**config.mk**
```make
export PLATFORM = sky130hd
export DESIGN_NAME = scp_port
export DESIGN_NICKNAME = d
export VERILOG_FILES = /design/src/rtl/scp_pkg.sv /design/src/rtl/scp_uniform_bank.sv /design/src/rtl/scp_stream_port.sv /design/src/rtl/scp_port.sv
export SDC_FILE = /design/constraint.sdc
export NUM_CORES = 1
export LEC_CHECK = 0
export BUFFER_PORTS_ARGS = -buffer_cell sky130_fd_sc_hd__buf_2
export CORE_MARGIN = 2
export CORE_UTILIZATION = 45
export DETAILED_ROUTE_END_ITERATION = 12
export HOLD_SLACK_MARGIN = 0.02
export SKIP_CTS_REPAIR_TIMING = 1
export SLEW_MARGIN = 20
export SYNTH_ARGS = -nofsm -noshare
export SYNTH_HDL_FRONTEND = slang
export SYNTH_SLANG_ARGS = --single-unit
```
**constraint.sdc**
```tcl
create_clock -name clk -period 6.2 [get_ports clk]
set_clock_uncertainty 0.15 [all_clocks]
set_input_delay 0.62 -clock clk [delete_from_list [all_inputs] [get_ports clk]]
set_output_delay 0.62 -clock clk [all_outputs]
set_load 0.005 [all_outputs]
```
**src/rtl/scp_pkg.sv**
```systemverilog
package scp_pkg;

    typedef enum logic [0:0] {
        ST_WAKE = 1'b0,
        ST_OPEN = 1'b1
    } port_state_e;

    // bitwise merge of a register write under its mask
    function automatic logic [31:0] mask_merge(input logic [31:0] old_v,
                                               input logic [31:0] new_v,
                                               input logic [31:0] msk);
        return (old_v & ~msk) | (new_v & msk);
    endfunction

endpackage

```
**src/rtl/scp_uniform_bank.sv**
```systemverilog
module scp_uniform_bank
    import scp_pkg::*;
#(
    parameter int IDX_W    = 10,
    parameter int BOOL_N   = 16,
    parameter int BOOL_IDX = 'h2B0,
    parameter int INT_N    = 4,
    parameter int INT_BASE = 'h2B1
) (
    input  logic                 clk,
    input  logic                 rst_n,
    input  logic                 acc,
    input  logic [IDX_W-1:0]     idx,
    input  logic [31:0]          value,
    input  logic [31:0]          mask,
    output logic [BOOL_N-1:0]    bool_unif,
    output logic [INT_N*32-1:0]  int_unif
);
    localparam int SW = (INT_N > 1) ? $clog2(INT_N) : 1;

    logic [BOOL_N-1:0] bool_q;
    logic [31:0]       int_q [INT_N];

    logic              bool_hit;
    logic              int_hit;
    logic [SW-1:0]     int_sel;
    logic [31:0]       int_old;
    logic [BOOL_N-1:0] bool_merged;
    logic [31:0]       int_merged;

    always_comb begin
        bool_hit    = acc && (idx == IDX_W'(BOOL_IDX));
        bool_merged = BOOL_N'(mask_merge(32'(bool_q), value, mask));
        int_hit     = 1'b0;
        int_sel     = '0;
        int_old     = '0;
        for (int n = 0; n < INT_N; n++) begin
            if (idx == IDX_W'(INT_BASE + n)) begin
                int_hit = acc;
                int_sel = SW'(n);
                int_old = int_q[n];
            end
        end
        int_merged = mask_merge(int_old, value, mask);
    end

    always_ff @(posedge clk) begin
        if (!rst_n) begin
            bool_q <= '0;
            for (int n = 0; n < INT_N; n++) int_q[n] <= '0;
        end else begin
            if (bool_hit) bool_q <= bool_merged;
            if (int_hit)  int_q[int_sel] <= int_merged;
        end
    end

    assign bool_unif = bool_q;

    genvar g;
    generate
        for (g = 0; g < INT_N; g++) begin : g_int_out
            assign int_unif[32*g +: 32] = int_q[g];
        end
    endgenerate

endmodule

```
**src/rtl/scp_stream_port.sv**
```systemverilog
module scp_stream_port
    import scp_pkg::*;
#(
    parameter int IDX_W    = 10,
    parameter int DEPTH    = 512,
    parameter int ALIASES  = 8,
    parameter int BASE_IDX = 'h2CC,
    parameter int OFS_IDX  = 'h2CB
) (
    input  logic                     clk,
    input  logic                     rst_n,
    input  logic                     acc,
    input  logic [IDX_W-1:0]         idx,
    input  logic [31:0]              value,
    input  logic [31:0]              mask,
    output logic                     mem_we,
    output logic [$clog2(DEPTH)-1:0] mem_addr,
    output logic [31:0]              mem_data
);
    localparam int AW = $clog2(DEPTH);
    localparam int SW = (ALIASES > 1) ? $clog2(ALIASES) : 1;

    logic [31:0]   alias_q [ALIASES];
    logic [AW-1:0] ofs_q;

    logic          data_hit;
    logic          ofs_hit;
    logic [SW-1:0] sel;
    logic [31:0]   sel_old;
    logic [31:0]   merged;
    logic [AW-1:0] ofs_merged;

    always_comb begin
        data_hit = 1'b0;
        sel      = '0;
        sel_old  = '0;
        for (int a = 0; a < ALIASES; a++) begin
            if (idx == IDX_W'(BASE_IDX + a)) begin
                data_hit = acc;
                sel      = SW'(a);
                sel_old  = alias_q[a];
            end
        end
        ofs_hit    = acc && (idx == IDX_W'(OFS_IDX));
        merged     = mask_merge(sel_old, value, mask);
        ofs_merged = AW'(mask_merge(32'(ofs_q), value, mask));
    end

    always_ff @(posedge clk) begin
        if (!rst_n) begin
            ofs_q <= '0;
            for (int a = 0; a < ALIASES; a++) alias_q[a] <= '0;
        end else if (data_hit) begin
            alias_q[sel] <= merged;
            ofs_q        <= ofs_q + AW'(1);
        end else if (ofs_hit) begin
            ofs_q <= ofs_merged;
        end
    end

    assign mem_we   = data_hit;
    assign mem_addr = ofs_q;
    assign mem_data = merged;

endmodule

```
**src/rtl/scp_port.sv**
```systemverilog
module scp_port
    import scp_pkg::*;
#(
    parameter int IDX_W        = 10,
    parameter int PROG_DEPTH   = 512,
    parameter int SWZ_DEPTH    = 128,
    parameter int N_ALIAS      = 8,
    parameter int BOOL_N       = 16,
    parameter int INT_N        = 4,
    parameter int BOOL_IDX     = 'h2B0,
    parameter int INT_BASE     = 'h2B1,
    parameter int PROG_OFS_IDX = 'h2CB,
    parameter int PROG_BASE    = 'h2CC,
    parameter int SWZ_OFS_IDX  = 'h2D5,
    parameter int SWZ_BASE     = 'h2D6
) (
    input  logic                          clk,
    input  logic                          rst_n,
    input  logic                          wr_valid,
    output logic                          wr_ready,
    input  logic [IDX_W-1:0]              wr_index,
    input  logic [31:0]                   wr_value,
    input  logic [31:0]                   wr_mask,
    output logic [BOOL_N-1:0]             bool_unif,
    output logic [INT_N*32-1:0]           int_unif,
    output logic                          prog_we,
    output logic [$clog2(PROG_DEPTH)-1:0] prog_addr,
    output logic [31:0]                   prog_data,
    output logic                          swz_we,
    output logic [$clog2(SWZ_DEPTH)-1:0]  swz_addr,
    output logic [31:0]                   swz_data
);
    port_state_e state_q, state_d;
    logic        acc;

    // state register
    always_ff @(posedge clk) begin
        if (!rst_n) state_q <= ST_WAKE;
        else        state_q <= state_d;
    end

    // transitions: WAKE_TO_OPEN, OPEN_HOLD
    always_comb begin
        state_d = state_q;
        unique case (state_q)
            ST_WAKE: state_d = ST_OPEN;
            ST_OPEN: state_d = ST_OPEN;
        endcase
    end

    // outputs of the state machine
    always_comb begin
        wr_ready = 1'b0;
        unique case (state_q)
            ST_WAKE: wr_ready = 1'b0;
            ST_OPEN: wr_ready = 1'b1;
        endcase
    end

    assign acc = wr_valid && wr_ready;

    scp_uniform_bank #(
        .IDX_W    (IDX_W),
        .BOOL_N   (BOOL_N),
        .BOOL_IDX (BOOL_IDX),
        .INT_N    (INT_N),
        .INT_BASE (INT_BASE)
    ) u_unif (
        .clk       (clk),
        .rst_n     (rst_n),
        .acc       (acc),
        .idx       (wr_index),
        .value     (wr_value),
        .mask      (wr_mask),
        .bool_unif (bool_unif),
        .int_unif  (int_unif)
    );

    scp_stream_port #(
        .IDX_W    (IDX_W),
        .DEPTH    (PROG_DEPTH),
        .ALIASES  (N_ALIAS),
        .BASE_IDX (PROG_BASE),
        .OFS_IDX  (PROG_OFS_IDX)
    ) u_prog (
        .clk      (clk),
        .rst_n    (rst_n),
        .acc      (acc),
        .idx      (wr_index),
        .value    (wr_value),
        .mask     (wr_mask),
        .mem_we   (prog_we),
        .mem_addr (prog_addr),
        .mem_data (prog_data)
    );

    scp_stream_port #(
        .IDX_W    (IDX_W),
        .DEPTH    (SWZ_DEPTH),
        .ALIASES  (N_ALIAS),
        .BASE_IDX (SWZ_BASE),
        .OFS_IDX  (SWZ_OFS_IDX)
    ) u_swz (
        .clk      (clk),
        .rst_n    (rst_n),
        .acc      (acc),
        .idx      (wr_index),
        .value    (wr_value),
        .mask     (wr_mask),
        .mem_we   (swz_we),
        .mem_addr (swz_addr),
        .mem_data (swz_data)
    );

endmodule

```
==> results of run 1 <==
[synth_stat cells, types with 6 or more instances]
library cell / n / area share [%]
nor2_1: 660 / 7.7
edfxtp_1: 640 / 60
nor3_1: 160 / 2.5
nand2_1: 147 / 1.7
a21oi_1: 140 / 2.2
clkbuf_1: 137 / 1.6
buf_2: 79 / 1.2
mux2i_1: 71 / 2.2
inv_1: 53 / 0.62
a2bb2oi_1: 49 / 1.3
o41a_1: 44 / 1.5
nand2b_1: 41 / 0.80
o22ai_1: 34 / 0.66
dfxtp_1: 33 / 2.1
a211oi_1: 32 / 0.75
a21boi_0: 30 / 0.70
nand3_1: 30 / 0.47
mux4_2: 26 / 1.8
o31a_1: 26 / 0.71
nor4_1: 22 / 0.43
nor2b_1: 19 / 0.37
o31ai_2: 19 / 0.74
o21ai_0: 18 / 0.28
buf_4: 16 / 0.37
nand3b_1: 14 / 0.33
mux2_2: 13 / 0.46
a21o_1: 12 / 0.28
o22a_1: 11 / 0.30
buf_1: 9 / 0.11
a221o_1: 8 / 0.25
a221oi_1: 8 / 0.22
or3_1: 8 / 0.16
and3_1: 7 / 0.14
buf_6: 7 / 0.25
o2111ai_1: 7 / 0.19
a31oi_1: 6 / 0.12
o21a_1: 6 / 0.14
[worst max-delay path, delay by kind of cell]
family,cells,cell delay (ns)
AOI/OAI and AO/OA,1,0.81
buffers and inverters,2,0.54
and+or+nand+nor,4,1.82
[report_power, final]
part	internal, mW	leakage [nW]	total [mW]	switching, mW
sequential	5.07	7.14	5.11	0.0463
clock	2.35	1.07	4.16	1.81
combinational	0.217	5.59	0.800	0.583
[final timing paths]
kind	startpoint	to	slack [ns]
worst max-delay path	wr_index[2]	swz_data[20]	1.61
worst min-delay path	wr_value[3]	flip-flop	0.14
worst max register to register	state_q	u_prog.alias_q[7][24]	2.48
worst min register to register	flip-flop	flip-flop	0.32
[per-layer routing]
metal | part of all wire [%] | routed length, µm | up-vias
met5 | 0.088 | 107 | -
met4 | 5.5 | 6710 | 16
met3 | 12 | 14300 | 299
met2 | 44 | 53400 | 1724
met1 | 39 | 47500 | 12800
li1 | - | - | 10800
[layout make-up]
| class | instances | area, µm² | share of cell area (%) |
|---|---|---|---|
| Antenna cell | 7 | 17.5 | 0.0477 |
| Clock inverter | 35 | 279 | 0.760 |
| Multi-Input combinational cell | 1813 | 11000 | 30.0 |
| Clock buffer | 91 | 1920 | 5.22 |
| Tap cell | 950 | 1190 | 3.24 |
| Timing Repair Buffer | 387 | 2220 | 6.06 |
| Sequential cell | 673 | 19900 | 54.2 |
| Inverter | 53 | 199 | 0.542 |
[placed cells by master, fill, tap and decap left out, types with 7 or more instances in the layout]
cell type	netlist	routed
nor2_1	660	659
edfxtp_1	640	640
buf_2	79	301
nor3_1	160	158
nand2_1	147	146
a21oi_1	140	140
buf_4	16	80
clkbuf_16	0	74
mux2i_1	71	71
inv_1	53	53
a2bb2oi_1	49	49
o41a_1	44	44
nand2b_1	41	41
o22ai_1	34	34
dfxtp_1	33	33
a211oi_1	32	32
a21boi_0	30	30
nand3_1	30	30
o31a_1	26	26
mux4_2	26	26
nor4_1	22	22
o31ai_2	19	19
o21ai_0	18	18
nor2b_1	19	18
clkbuf_1	137	17
clkinv_1	0	16
nand3b_1	14	14
mux2_2	13	13
a21o_1	12	12
o22a_1	11	11
clkinv_2	0	10
a221oi_1	8	8
or3_1	8	8
a221o_1	8	8
diode_2	0	7
and3_1	7	7
o2111ai_1	7	7
[state kept, by name, indices dropped and copies added, names as in the netlist, named ones only]
| name | cells |
|---|---|
| u_swz.alias_q | 256 |
| u_unif.int_q | 128 |
| state_q | 1 |
| u_prog.alias_q | 256 |
[per-stage QoR]
step                util [%]  instances  total power [mW]
finish                  51.6       4009              10.1
global route            51.6       4002              10.3
CTS                     51.6       4002              10.1
detailed placement      48.5       3876              5.99
global placement        48.5       3876              5.98
floorplan                  -       2788              5.62
[cell families after synthesis]
group,after synthesis
XOR/XNOR,1
AND/OR/NAND/NOR,1158
multiplexers,110
AO/OA/AOI/OAI,542
flip-flops,673
buffers and inverters,302
adder cells (fa/ha/maj),2
==> results by group, run 1 <==
Run status
  – Status: complete, no violations

Setup path
  – CP Data Arrival Time: 3.82 ns
  – Slowest Stage Delay on Critical Path: 0.81 ns
  – Slowest cell on the critical path: o31ai_2
  – Worst setup path class: input port to primary output
  – Reg2Reg Depth: 6
  – Crit Path Max Fanout: 18
  – Critical Path Sink Type: primary output
  – Worst Path Required: 5.43 ns
  – Startpoint Class: input port
  – CP Cell Sequence: buf_2, nand2_1, nor2_1, nand3_2, o31ai_2, nor2_1, buf_2

Timing
  – RSZ-0062 raised after global routing: no
  – Setup TNS Final: 0 ns
  – Part of the cycle the worst path needs: 74.1%
  – Setup-failing EPs final: 0
  – Crit path time final: 4.59 ns
  – Final Hold Slack: 0.137 ns
  – Worst-margin pin slew: 1.19 ns
  – FMAX: 0.218 GHz
  – Headroom to the max-slew limit: 20.6%
  – Final WS setup: 1.61 ns
  – Max Transition Viols Final: 0
  – Hold Vio Cnt, Final: 0

Routing
  – 1st-iter DRT viols: 3,688
  – Post-route DRC: 0
  – Routed vias: 25,600
  – First-pass iteration count of the detailed router: 6
  – Average vias per placed instance: 6.39
  – Antenna Nets Post-Route: 0
  – WL per Instance: 30.4 µm
  – Detailed Route WL: 122,000 µm

Clocking
  – Num CTS Buffers: 71
  – CTS max path bufs: 3
  – Sink Count: 673
  – Reg clk slew, reported paths: 0.06 ns
  – CTS tree: yes
  – Clk_lat worst skew: 0.63 ns
  – # H-tree levels: 3
  – Clock root cell: clkbuf_16

Synth
  – FF+latch count, synth: 673
  – Top FF cell, synth: edfxtp_1
  – Post-Syn Instances: 2,788
  – Combinational family with the most area after synthesis: simple AND/OR/NAND/NOR gates
  – Post-synthesis mux area share: 4.48%
  – Avg Synthesized Cell Area: 11.5 µm²
  – Synth Area in Compound Gates: 13.4%
  – Synth Area in XOR/XNOR: 0.0272%
  – Number of synthesized flops with an enable pin: 640
  – Adder-Cell Fraction of Synth Area: 0.0778%
  – Post-synthesis simple-gate area fraction: 16.0%
  – Ys Warns: 0
  – Count of cell types in the netlist: 101
  – Post-synthesis sequential area ratio: 61.8%
  – Post-Synthesis Cell Area: 32,200 µm²
  – Post-Syn Nets: 2,867
  – Ys async rst share: 0%

Min path
  – Worst hold path type: input port to flip-flop
  – Hold depth: 3

Job
  – Max-Cap Viols: 0

Layout
  – Share of cells above drive strength 1: 19.5%
  – Final #Nets: 3,078
  – Finished Cell Area: 36,700 µm²
  – # fillers: 6,324
  – Area delta synth->final: 14.1%

Floorplanning
  – Core Area: 71,100 µm²
  – Row count: 98
  – Total die area: 73,600 µm²
  – Die H: 271 µm
  – Initial Utilization: 45.2%
  – DIE WIDTH: 271 µm
  – Io pins: 304

GRT
  – Busiest grt layer: met2
  – Met1 GRT Util: 43.8%
  – Largest net degree at the start of global routing: 85
  – Met2 Use GR: 47.8%
  – Met3 global-route usage: 8.52%
  – Global-route wire length before repair: 173,000 µm
  – Gr usage total: 32.4%
  – Initial antenna violation count: 9
  – Global route total overflow: 0
  – Vias in the first global route: 24,300

Placed design
  – Post-Place Cell Area: 34,500 µm²
  – Port bufs: 303
  – DP Wirelength: 79,200 µm
  – Setup slack at placement: 1.61 ns
  – GPL Wtd Cong: 0.930

Power
  – P_leak: 13.8 nW
  – Peak VDD IR: 0.000171 V
  – Cell Pwr Density: 274 nW/µm²
Power figures use the tool's default switching activity.
==> run 2: changes to the inputs <==
Clock period 6.2 ns to 4.4 ns, I/O delays scaled along.
==> run 2 against run 1 <==
  * Highest routed layer unchanged
  * Largest cell class unchanged
  * Sequential cell count unchanged
  * Wire length grew 1.1%
  * Clock power grew 49%
  * Setup slack worse by 1.4 ns
==> results by group, run 2 (synthesized netlist as in run 1, its figures left out) <==
Floorplanning
  – Initial Utilization: 45.2%
  – Core Area: 71,100 µm²
  – Row count: 98
  – Die H: 271 µm
  – Io pins: 304
  – Total die area: 73,600 µm²
  – DIE WIDTH: 271 µm

Clocking
  – Num CTS Buffers: 74
  – Sink Count: 673
  – Clock root cell: clkbuf_16
  – CTS max path bufs: 3
  – CTS tree: yes
  – Reg clk slew, reported paths: 0.06 ns
  – # H-tree levels: 3
  – Clk_lat worst skew: 0.64 ns

Timing
  – Setup TNS Final: 0 ns
  – Hold Vio Cnt, Final: 0
  – Setup-failing EPs final: 0
  – Worst-margin pin slew: 1.19 ns
  – Max Transition Viols Final: 0
  – FMAX: 0.239 GHz
  – RSZ-0062 raised after global routing: no
  – Part of the cycle the worst path needs: 95.1%
  – Crit path time final: 4.18 ns
  – Headroom to the max-slew limit: 20.3%

Setup path
  – Reg2reg start: state_q
  – Critical Path Sink Type: primary output
  – Startpoint Class: input port
  – Worst setup path start: wr_index[5]
  – Reg2reg setup slack: 1.19 ns
  – CP Data Arrival Time: 3.59 ns
  – Reg2Reg Depth: 7
  – Worst setup path class: input port to primary output
  – Worst Path Required: 3.81 ns
  – Crit Path Max Fanout: 16
  – Reg2reg end: u_unif.int_q[0][20]
  – Critical Path End: swz_data[6]

Layout
  – Final #Nets: 3,125
  – Layout Cells excl Fill: 4,059
  – Share of cells above drive strength 1: 20.8%
  – Area delta synth->final: 15.8%
  – Final Util: 52.4%
  – Largest regs: u_prog.alias_q: 256 flops, u_swz.alias_q: 256 flops, u_unif.int_q: 128 flops
  – Commonest non-fill, non-tap cell in the layout: nor2_1
  – Most frequent cells in the layout: nor2_1 (659), edfxtp_1 (640), buf_2 (301)

Min path
  – Worst hold path type: input port to flip-flop
  – Worst hold start: wr_value[9]

Power
  – Peak VDD IR: 0.000249 V
  – P_leak: 14.1 nW
  – Cell Pwr Density: 390 nW/µm²
  – Total power: 14.5 mW

GRT
  – Global-route wire length before repair: 175,000 µm
  – Gr usage total: 32.8%
  – Initial antenna violation count: 8
  – Global route total overflow: 0
  – Largest net degree at the start of global routing: 81
  – Vias in the first global route: 24,300

Placed design
  – GPL Wtd Cong: 0.918
  – DP Wirelength: 79,100 µm
  – Port bufs: 303
  – DP Cell Count: 3,915

Routing
  – WL per Instance: 30.4 µm
  – 1st-iter DRT viols: 3,313
  – Detailed Route WL: 123,000 µm
  – Average vias per placed instance: 6.28
  – First-pass iteration count of the detailed router: 5
  – Antenna Nets Post-Route: 0
  – Routed vias: 25,500
  – Post-route DRC: 0

Job
  – Max-Cap Viols: 0

Run status
  – Status: complete, no violations
-- run 2: changes by cell type in the layout (fill, tap and decap cells not counted), sizes merged --
cell,change
clkinvlp,+1
bufinv,+2
buf,+39
dlygate4sd3,+5
clkbuf,+3
inv,+1
diode,-1
-- run 2: through the flow --
stage	hold slack [ns]	worst slack (ns)	cell area, µm²
3_5_place_dp	0.307	0.385	34800
4_1_cts	-0.0527	0.370	37200
3_3_place_gp	0.302	0.459	34800
2_1_floorplan	0.310	0.0779	32200
6_report	0.0194	0.217	37300
5_1_grt	0.0277	0.195	37300
-- run 2: area by class of cell --
type	instances	area, µm²
clock buffers	94	2020
diodes	6	15.0
inverters	53	199
fillers	6258	33900
repair buffers	431	2630
well taps	950	1190
clock inverters	39	352
multi-input cells	1813	11000
flip-flops and latches	673	19900
-- run 2: worst max-delay path, stage by stage --
cell,delay [ns]
buf_2,0.13
nand4b_1,0.75
buf_4,0.45
or3_1,0.78
o22ai_1,0.42
a31oi_4,0.18
nor2_1,0.24
buf_2,0.17
-- run 2: metal layers --
layer,routed length [µm],vias up,track usage [%]
met5,50,-,0
met4,6970,8,17.2
met3,14600,315,8.31
met2,54400,1675,49.1
met1,47300,12600,44.1
li1,-,10900,-
-- run 2: power by group --
| group | internal, mW | switching [mW] |
|---|---|---|
| sequential | 7.14 | 0.0593 |
| combinational | 0.327 | 0.829 |
| clock | 3.60 | 2.59 |
-- run 2: worst min-delay path by stage --
stage / end / slack [ns] / cells after the start
floorplan: flip-flop / 0.31 / 2
global placement: flip-flop / 0.30 / 2
detailed placement: flip-flop / 0.31 / 2
CTS: flip-flop / -0.05 / 3
global route: flip-flop / 0.03 / 3
finish: flip-flop / 0.02 / 3
